`src/rtl/psc_pkg.sv`:
```
package psc_pkg;
  typedef enum logic [1:0] {
    ST_MONITOR = 2'd0,
    ST_WARN    = 2'd1,
    ST_OFF     = 2'd2,
    ST_RESTART = 2'd3
  } psc_state_e;
endpackage

```
`src/rtl/psc_rst_sync.sv`:
```
// Asynchronous assertion, synchronous release of the active-low reset.
module psc_rst_sync #(
  parameter int STAGES = 2
) (
  input  logic clk,
  input  logic rst_n,
  output logic rst_n_sync
);
  logic [STAGES-1:0] sync_q;

  always_ff @(posedge clk or negedge rst_n) begin
    if (!rst_n) sync_q <= '0;
    else        sync_q <= {sync_q[STAGES-2:0], 1'b1};
  end

  assign rst_n_sync = sync_q[STAGES-1];
endmodule

```
`src/rtl/psc_fault_qual.sv`:
```
// Limit comparison and two-sample confirmation filter.
module psc_fault_qual #(
  parameter int TEMP_W  = 12,
  parameter int VOLT_W  = 12,
  parameter int TEMP_HI = 700,
  parameter int VOLT_LO = 190,
  parameter int VOLT_HI = 300
) (
  input  logic              clk,
  input  logic              rst_n,
  input  logic              arm,
  input  logic [TEMP_W-1:0] temp_code,
  input  logic [VOLT_W-1:0] volt_code,
  input  logic              sample_vld,
  output logic              confirm
);
  localparam logic signed [TEMP_W-1:0] TEMP_HI_C = TEMP_W'(TEMP_HI);
  localparam logic [VOLT_W-1:0]        VOLT_LO_C = VOLT_W'(VOLT_LO);
  localparam logic [VOLT_W-1:0]        VOLT_HI_C = VOLT_W'(VOLT_HI);

  logic over_temp, volt_out, fault_now;
  logic streak_q, streak_d;

  always_comb begin
    over_temp = $signed(temp_code) > TEMP_HI_C;
    volt_out  = (volt_code < VOLT_LO_C) || (volt_code > VOLT_HI_C);
    fault_now = over_temp || volt_out;
  end

  always_comb begin
    streak_d = streak_q;
    if (!arm)            streak_d = 1'b0;
    else if (sample_vld) streak_d = fault_now;
  end

  always_ff @(posedge clk or negedge rst_n) begin
    if (!rst_n) streak_q <= 1'b0;
    else        streak_q <= streak_d;
  end

  assign confirm = arm && sample_vld && fault_now && streak_q;
endmodule

```
`src/rtl/psc_tick_timer.sv`:
```
// Shared countdown of qualified ticks for the warning and off intervals.
module psc_tick_timer #(
  parameter int WARN_TICKS = 60,
  parameter int OFF_TICKS  = 10800,
  localparam int MAX_TICKS = (WARN_TICKS > OFF_TICKS) ? WARN_TICKS : OFF_TICKS,
  localparam int CW        = $clog2(MAX_TICKS + 1)
) (
  input  logic clk,
  input  logic rst_n,
  input  logic run,
  input  logic sel_off,
  input  logic tick_q,
  output logic expire
);
  localparam logic [CW-1:0] WARN_LAST = CW'(WARN_TICKS - 1);
  localparam logic [CW-1:0] OFF_LAST  = CW'(OFF_TICKS - 1);

  logic [CW-1:0] cnt_q, cnt_d, last;

  always_comb begin
    last   = sel_off ? OFF_LAST : WARN_LAST;
    expire = run && tick_q && (cnt_q == last);
    cnt_d  = cnt_q;
    if (!run || expire) cnt_d = '0;
    else if (tick_q)    cnt_d = cnt_q + 1'b1;
  end

  always_ff @(posedge clk or negedge rst_n) begin
    if (!rst_n) cnt_q <= '0;
    else        cnt_q <= cnt_d;
  end
endmodule

```
`src/rtl/psc_seq_fsm.sv`:
```
// Sequencer: monitor -> warn -> off -> restart -> monitor, registered outputs.
module psc_seq_fsm
  import psc_pkg::*;
(
  input  logic       clk,
  input  logic       rst_n,
  input  logic       confirm,
  input  logic       expire,
  output logic       arm,
  output logic       run,
  output logic       sel_off,
  output logic       cpu_warn,
  output logic       pwr_en,
  output logic [1:0] state_o
);
  psc_state_e state_q, state_d;
  logic       warn_d, pwr_d;

  always_comb begin
    state_d = state_q;
    unique case (state_q)
      ST_MONITOR: if (confirm) state_d = ST_WARN;
      ST_WARN:    if (expire)  state_d = ST_OFF;
      ST_OFF:     if (expire)  state_d = ST_RESTART;
      ST_RESTART: state_d = ST_MONITOR;
      default:    state_d = ST_MONITOR;
    endcase
    warn_d = (state_d == ST_WARN) || (state_d == ST_OFF);
    pwr_d  = (state_d != ST_OFF);
  end

  always_ff @(posedge clk or negedge rst_n) begin
    if (!rst_n) begin
      state_q  <= ST_MONITOR;
      cpu_warn <= 1'b0;
      pwr_en   <= 1'b1;
    end else begin
      state_q  <= state_d;
      cpu_warn <= warn_d;
      pwr_en   <= pwr_d;
    end
  end

  assign arm     = (state_q == ST_MONITOR);
  assign run     = (state_q == ST_WARN) || (state_q == ST_OFF);
  assign sel_off = (state_q == ST_OFF);
  assign state_o = state_q;
endmodule

```
`src/rtl/pwr_shutdown_ctrl.sv`:
```
module pwr_shutdown_ctrl #(
  parameter int TEMP_W     = 12,
  parameter int VOLT_W     = 12,
  parameter int TEMP_HI    = 700,
  parameter int VOLT_LO    = 190,
  parameter int VOLT_HI    = 300,
  parameter int WARN_TICKS = 60,
  parameter int OFF_TICKS  = 10800
) (
  input  logic              clk,
  input  logic              rst_n,
  input  logic [TEMP_W-1:0] temp_code,
  input  logic [VOLT_W-1:0] volt_code,
  input  logic              sample_vld,
  input  logic              tick,
  input  logic              tick_en,
  output logic              cpu_warn,
  output logic              pwr_en,
  output logic [1:0]        state_o
);
  logic rst_n_s, arm, run, sel_off, confirm, expire, tick_q;

  assign tick_q = tick && tick_en;

  psc_rst_sync #(.STAGES(2)) u_rst (
    .clk(clk), .rst_n(rst_n), .rst_n_sync(rst_n_s)
  );

  psc_fault_qual #(
    .TEMP_W(TEMP_W), .VOLT_W(VOLT_W), .TEMP_HI(TEMP_HI),
    .VOLT_LO(VOLT_LO), .VOLT_HI(VOLT_HI)
  ) u_qual (
    .clk(clk), .rst_n(rst_n_s), .arm(arm), .temp_code(temp_code),
    .volt_code(volt_code), .sample_vld(sample_vld), .confirm(confirm)
  );

  psc_tick_timer #(.WARN_TICKS(WARN_TICKS), .OFF_TICKS(OFF_TICKS)) u_timer (
    .clk(clk), .rst_n(rst_n_s), .run(run), .sel_off(sel_off),
    .tick_q(tick_q), .expire(expire)
  );

  psc_seq_fsm u_fsm (
    .clk(clk), .rst_n(rst_n_s), .confirm(confirm), .expire(expire),
    .arm(arm), .run(run), .sel_off(sel_off), .cpu_warn(cpu_warn),
    .pwr_en(pwr_en), .state_o(state_o)
  );
endmodule

```
`config.mk`:
```
export PLATFORM = sky130hd
export DESIGN_NAME = pwr_shutdown_ctrl
export DESIGN_NICKNAME = d
export VERILOG_FILES = /design/src/rtl/psc_pkg.sv /design/src/rtl/psc_rst_sync.sv /design/src/rtl/psc_fault_qual.sv /design/src/rtl/psc_tick_timer.sv /design/src/rtl/psc_seq_fsm.sv /design/src/rtl/pwr_shutdown_ctrl.sv
export SDC_FILE = /design/constraint.sdc
export NUM_CORES = 1
export LEC_CHECK = 0
export ABC_AREA = 1
export CAP_MARGIN = 5
export CORE_ASPECT_RATIO = 2
export CORE_MARGIN = 5
export CORE_UTILIZATION = 49
export CTS_BUF_LIST = sky130_fd_sc_hd__clkbuf_16
export CTS_CLUSTER_DIAMETER = 40
export DETAILED_ROUTE_END_ITERATION = 10
export HOLD_SLACK_MARGIN = 0.05
export PLACE_DENSITY_LB_ADDON = 0.05
export SLEW_MARGIN = 40
export SYNTH_ARGS = -nofsm -noshare
export SYNTH_HDL_FRONTEND = slang
export SYNTH_SLANG_ARGS = --single-unit
```
`constraint.sdc`:
```
create_clock -name clk -period 0.8 [get_ports clk]
set_clock_uncertainty 0.05 [all_clocks]
set_input_delay 0.16 -clock clk [delete_from_list [all_inputs] [get_ports clk]]
set_output_delay 0.16 -clock clk [all_outputs]
set_load 0.01 [all_outputs]
```
==> results of run 1 <==
-- final timing paths --
check / from / to / slack, ns / cells past startpoint
max: u_fsm.state_o[0] / u_fsm.cpu_warn / -1.11 / 12
min reg2reg: u_rst.sync_q[1] / u_fsm.state_o[1] / 0.11 / 1
max reg2reg: u_fsm.state_o[0] / u_fsm.cpu_warn / -1.11 / 12
max in group asynchronous: u_rst.sync_q[1] / u_timer.cnt_q[13] / 0.36 / 1
min: rst_n / u_rst.sync_q[0] / 0.08 / 1
min in group clk: u_rst.sync_q[0] / u_rst.sync_q[1] / 0.31 / 0
-- cells in the mapped netlist (all sizes together) --
master	n	area share
a211oi	1	0.0055
a21oi	11	0.040
a22o	1	0.0064
a31oi	1	0.0046
conb	1	0.0028
dfrtp	20	0.37
dfstp	1	0.019
ha	5	0.046
inv	30	0.084
nand2	49	0.14
nand3	17	0.066
nand3b	1	0.0055
nand4	4	0.028
nor2	24	0.070
nor3	6	0.033
nor4	1	0.0046
o21a	1	0.0055
o21ai	10	0.037
xor2	5	0.032
-- power breakdown --
part | internal (mW) | leakage (nW) | switching [mW] | total (mW)
Clock | 0.672 | 0.0409 | 0.404 | 1.08
Combinational | 0.824 | 0.806 | 0.880 | 1.70
Sequential | 1.14 | 0.280 | 0.0534 | 1.20
Total | 2.64 | 1.13 | 1.34 | 3.98
-- sequential cells by signal (all words and copies together), names as in the netlist --
name / cells
u_timer.cnt_q: 14
u_fsm.state_o: 2
u_rst.sync_q: 2
u_fsm.cpu_warn: 1
u_fsm.pwr_en: 1
u_qual.streak_q: 1
-- cells by family (layout without fill, tap and decap cells) --
group           count (synthesis)  in the layout  synth area share
simple gates                  102            102             0.349
xor+xnor                        5              5            0.0321
flops                          21             21             0.387
other cells                     1              1           0.00275
fa+ha+maj                       5              5            0.0459
compound gates                 25             25            0.0992
buf+inv                        30            114            0.0845
-- timing repair --
action                                  4_1_cts  5_1_grt
endpoints found under the setup margin       23       25
gates cloned                                  0        0
hold endpoints to repair                      2        0
setup buffers                                 2        7
gates resized for setup                      75       12
pin swaps                                    23        5
hold buffers                                  1        0
-- worst max-delay path, delay by kind of cell, from the launching register on --
family	cells	cell delay (ns)
AO/OA/AOI/OAI	1	0.14
adder cells (fa/ha/maj)	2	0.54
AND/OR/NAND/NOR	6	0.50
flip-flops	1	0.41
buffers and inverters	3	0.21
-- metrics by stage --
stage               instances  power (mW)  hold WS, ns
floorplan                 189        1.83       -0.186
global placement          290        2.47       0.0907
detailed placement        290        2.52       0.0973
CTS                       297        3.74        0.101
global route              302        4.18       0.0884
finish                    302        3.98       0.0763
-- final cells by class --
cell class / count / area, um^2
Multi-Input combinational cell: 138 / 856
Inverter: 30 / 120
Tap cell: 29 / 36.3
Fill cell: 163 / 412
Sequential cell: 21 / 527
Timing Repair Buffer: 80 / 672
Clock buffer: 3 / 75.1
Clock inverter: 1 / 5.00
-- routing by layer --
layer	global-route usage	part of all wire	vias up
met2	0.509	0.59	60
met1	0.237	0.31	770
met4	0.146	0.055	0
li1	-	-	776
met3	0.0300	0.047	25
met5	0	0	-
==> results.py, run 1 <==
metrics = {
    "status": {
        "status": "finished with violations",
        "violations": "negative setup slack",
    },
    "place": {
        "io_buffer_count": 32,
        "gp_congestion": 0.826,
        "dp_hpwl_um": 3350,
        "post-place-ws_ns": -1.11,
        "post_dp_cell_area_mm2": 0.00205,
    },
    "drt": {
        "drc": 0,
        "initialDrtViolationCount": 53,
        "antenna_left": 0,
        "drtPass1Iterations": 4,
        "wl_per_cell_um": 16.3,
        "vias": 1631,
        "postRouteWirelength_um": 4930,
        "vias_per_cell": 5.40,
    },
    "timing": {
        "hold_violations": 0,
        "setup_ws_ns": -1.11,
        "setup_viol": 23,
        "finalSetupTns_ns": -19.67,
        "rsz0062_at_grt": "true",
        "slew_viol_final": 0,
        "fmax_mhz": 524,
        "period_needed_ns": 1.91,
        "fin_crit_sh": 2.39,
    },
    "layout": {
        "nets": 308,
        "final_cell_area_mm2": 0.00229,
        "layout-drive-gt1-share": 0.392,
        "areaGrowthSynthToFinish_pct": 68.1,
        "final_util": 0.848,
        "most-common-layout-cells": "42 x buf_4, 40 x nand2_1, 21 x dlygate4sd2_1",
        "layout_commonest_cell": "buf_4",
        "diodes": 0,
    },
    "run": {
        "drv_cap": 0,
    },
    "critical_path": {
        "worstPathRequired_ns": 0.95,
        "cp_cell_sequence": "inv_2 > ha_4 > nand3_4 > nor3_4 > nand2_1 > nand2_1 > nand2_1 > nand3_2 > inv_2 > a21oi_2 > ha_1 > inv_1",
        "cp_slowest_cell": "dfrtp_1",
        "path_common_cell": "nand2_1",
        "cp-start-kind": "flop",
        "arrival_ns": 2.06,
        "cp_max_fo": 4,
        "endpoint_kind": "flop",
        "worstSetupPathType": "reg -> reg",
        "cpPeakStageDelay_ns": 0.41,
    },
    "clock_network": {
        "cts_buffers": 3,
        "cts_tree": "done",
        "clock_latency_ns": 0.26,
        "cts_buffer_depth": 2,
        "path_clk_slew_ns": 0.06,
        "cts_sinks": 21,
        "cts_root_buffer": "clkbuf_16",
        "htree_num_levels": 1,
    },
    "power_and_ir_drop": {
        "vdd_drop_max_v": 0.00208,
        "p_leak_nw": 1.13,
        "p_per_area_mw_per_mm2": 1740,
    },
    "yosys": {
        "synth_nets": 223,
        "yosys_register_bits": 21,
        "yosysUniqueCellTypes": 28,
        "synth_seq_area_share": 0.387,
        "postSynthCellCount": 189,
        "synth_area_mm2": 0.00136,
        "yosysWarnings": 0,
        "synth.avg_cell_area_um2": 7.21,
    },
    "floorplan": {
        "die_height_um": 84.6,
        "initial_utilization": 0.504,
        "core-area_mm2": 0.00270,
        "ios": 33,
        "die_area_mm2": 0.00400,
        "num_rows": 27,
        "die_w_um": 47.3,
    },
    "min_path": {
        "hold_class": "in -> async",
    },
    "global_routing": {
        "grt_max_degree": 15,
        "first_global_vias": 1801,
        "grt_use_total": 0.267,
        "grt.overflow.total": 0,
        "grt_pass1_wl_um": 7710,
        "antenna_found_initial": 0,
    },
}
Note: power is estimated with default switching activity, not from simulation.
==> inputs of run 2 (changes only) <==
--- a/config.mk
+++ b/config.mk
@@ -10,5 +10,5 @@
 export CORE_ASPECT_RATIO = 2
 export CORE_MARGIN = 5
-export CORE_UTILIZATION = 49
+export CORE_UTILIZATION = 38
 export CTS_BUF_LIST = sky130_fd_sc_hd__clkbuf_16
 export CTS_CLUSTER_DIAMETER = 40
==> constraint.sdc (replaced) <==
create_clock -name clk -period 0.8 [get_ports clk]
set_clock_uncertainty 0.05 [all_clocks]
set_input_delay 0.08 -clock clk [delete_from_list [all_inputs] [get_ports clk]]
set_output_delay 0.08 -clock clk [all_outputs]
set_load 0.01 [all_outputs]
==> results.py, run 2 (synthesis gave the netlist of run 1 again) <==
metrics = {
    "run": {
        "drv_cap": 0,
    },
    "power_and_ir_drop": {
        "vdd_drop_max_v": 0.00222,
        "p_per_area_mw_per_mm2": 1650,
        "p_leak_nw": 1.16,
    },
    "drt": {
        "initialDrtViolationCount": 21,
        "wl_per_cell_um": 12.7,
        "drc": 0,
        "postRouteWirelength_um": 4070,
        "vias_per_cell": 4.75,
        "antenna_left": 0,
        "drtPass1Iterations": 4,
        "vias": 1521,
    },
    "min_path": {
        "hold_class": "reg -> async",
    },
    "place": {
        "post-place-ws_ns": -1.06,
        "dp_hpwl_um": 3360,
        "place_inst": 309,
        "gp_congestion": 0.881,
        "io_buffer_count": 32,
    },
    "floorplan": {
        "die_w_um": 52.3,
        "ios": 33,
        "die_height_um": 94.7,
        "num_rows": 30,
        "core-area_mm2": 0.00342,
        "initial_utilization": 0.399,
        "die_area_mm2": 0.00496,
    },
    "layout": {
        "diodes": 0,
        "top_register": "u_timer.cnt_q",
        "layout_commonest_cell": "buf_4",
        "largest_reg_flops": 14,
        "layout-drive-gt1-share": 0.360,
        "most-common-layout-cells": "42 x buf_4, 40 x nand2_1, 23 x inv_1",
        "final_cells": 320,
        "areaGrowthSynthToFinish_pct": 71.2,
        "nets": 307,
    },
    "critical_path": {
        "path_common_cell": "nand3_2",
        "cp-start-kind": "flop",
        "cp_slowest_cell": "dfrtp_1",
        "cp_cell_sequence": "inv_2 > ha_4 > nand3_2 > nor3_4 > nand3_2 > nand2_1 > nand3_2 > inv_2 > a21oi_2 > ha_1 > inv_1",
        "cp_max_fo": 3,
        "worstPathRequired_ns": 0.90,
        "arrival_ns": 1.87,
        "worstSetupPathType": "reg -> reg",
        "path_buf_inv": 3,
        "critical-path-top-delay-family": "adder cells",
        "cpPeakStageDelay_ns": 0.37,
        "endpoint_kind": "flop",
    },
    "global_routing": {
        "grt_use_total": 0.172,
        "first_global_vias": 1631,
        "grt_pass1_wl_um": 6530,
        "antenna_found_initial": 0,
        "grt_max_degree": 20,
        "grt.overflow.total": 0,
    },
    "clock_network": {
        "path_clk_slew_ns": 0.06,
        "cts_tree": "done",
        "cts_root_buffer": "clkbuf_16",
        "cts_sinks": 21,
        "clock_latency_ns": 0.25,
        "htree_num_levels": 1,
        "cts_buffers": 3,
        "cts_buffer_depth": 2,
    },
    "timing": {
        "fmax_mhz": 565,
        "setup_viol": 23,
        "setup_ws_ns": -0.971,
        "rsz0062_at_grt": "true",
        "finalSetupTns_ns": -16.42,
        "hold_violations": 0,
        "slew_viol_final": 0,
        "fin_crit_sh": 2.21,
        "period_needed_ns": 1.77,
    },
    "status": {
        "violations": "negative setup slack",
        "status": "finished with violations",
    },
}
==> run 2: timing repair <==
item | in CTS | in global routing
endpoints found under the hold margin | 2 | 0
pin swaps | 12 | 1
gates resized for setup | 44 | 14
gates cloned | 0 | 0
setup endpoints to repair | 23 | 23
setup buffers | 4 | 2
hold buffers | 1 | 0
==> run 2: worst reg2reg max path: stages, from the launching register on <==
cell     delay (ns)
dfrtp_1        0.37
inv_2          0.07
ha_4           0.27
nand3_2        0.08
nor3_4         0.15
nand3_2        0.12
nand2_1        0.09
nand3_2        0.08
inv_2          0.06
a21oi_2        0.03
ha_1           0.27
inv_1          0.03
==> run 2: where the power goes <==
| part | internal [mW] | switching, mW | total [mW] | leakage, nW |
|---|---|---|---|---|
| Sequential | 1.14 | 0.0489 | 1.19 | 0.280 |
| Combinational | 0.836 | 0.767 | 1.60 | 0.834 |
| Clock | 0.670 | 0.373 | 1.04 | 0.0409 |
| Total | 2.65 | 1.19 | 3.84 | 1.16 |
==> run 2: stage by stage <==
step	utilization	cell area, um^2	hold slack (ns)	total power, mW
2_1_floorplan	-	1400	-0.266	1.83
3_3_place_gp	0.612	2090	0.144	2.55
3_5_place_dp	0.612	2090	0.172	2.60
4_1_cts	0.665	2270	0.177	3.83
5_1_grt	0.683	2330	0.194	4.05
6_report	0.683	2330	0.171	3.84
==> run 2: final timing paths <==
kind / from / to / slack (ns) / cells past startpoint
max: u_fsm.state_o[0] / u_fsm.cpu_warn / -0.97 / 11
min: u_rst.sync_q[1] / u_timer.cnt_q[6] / 0.17 / 1
max reg2reg: u_fsm.state_o[0] / u_fsm.cpu_warn / -0.97 / 11
min reg2reg: u_rst.sync_q[1] / u_timer.cnt_q[6] / 0.17 / 1
max in group asynchronous: rst_n / u_rst.sync_q[0] / 0.11 / 2
min in group clk: volt_code[7] / u_qual.streak_q / 0.29 / 5
==> run 2: area by class of cell <==
type / instances / area, um^2
Multi-Input combinational cell: 138 / 838
Fill cell: 301 / 1080
Tap cell: 48 / 60.1
Clock buffer: 3 / 75.1
Timing Repair Buffer: 79 / 712
Clock inverter: 1 / 5.00
Sequential cell: 21 / 527
Inverter: 30 / 115
==> run 2: routing by layer <==
layer	GRT usage	vias up	wire (um)
li1	-	773	-
met1	0.146	711	1290
met2	0.358	26	2540
met3	0.0237	11	109
met4	0.0746	0	135
met5	0	-	0
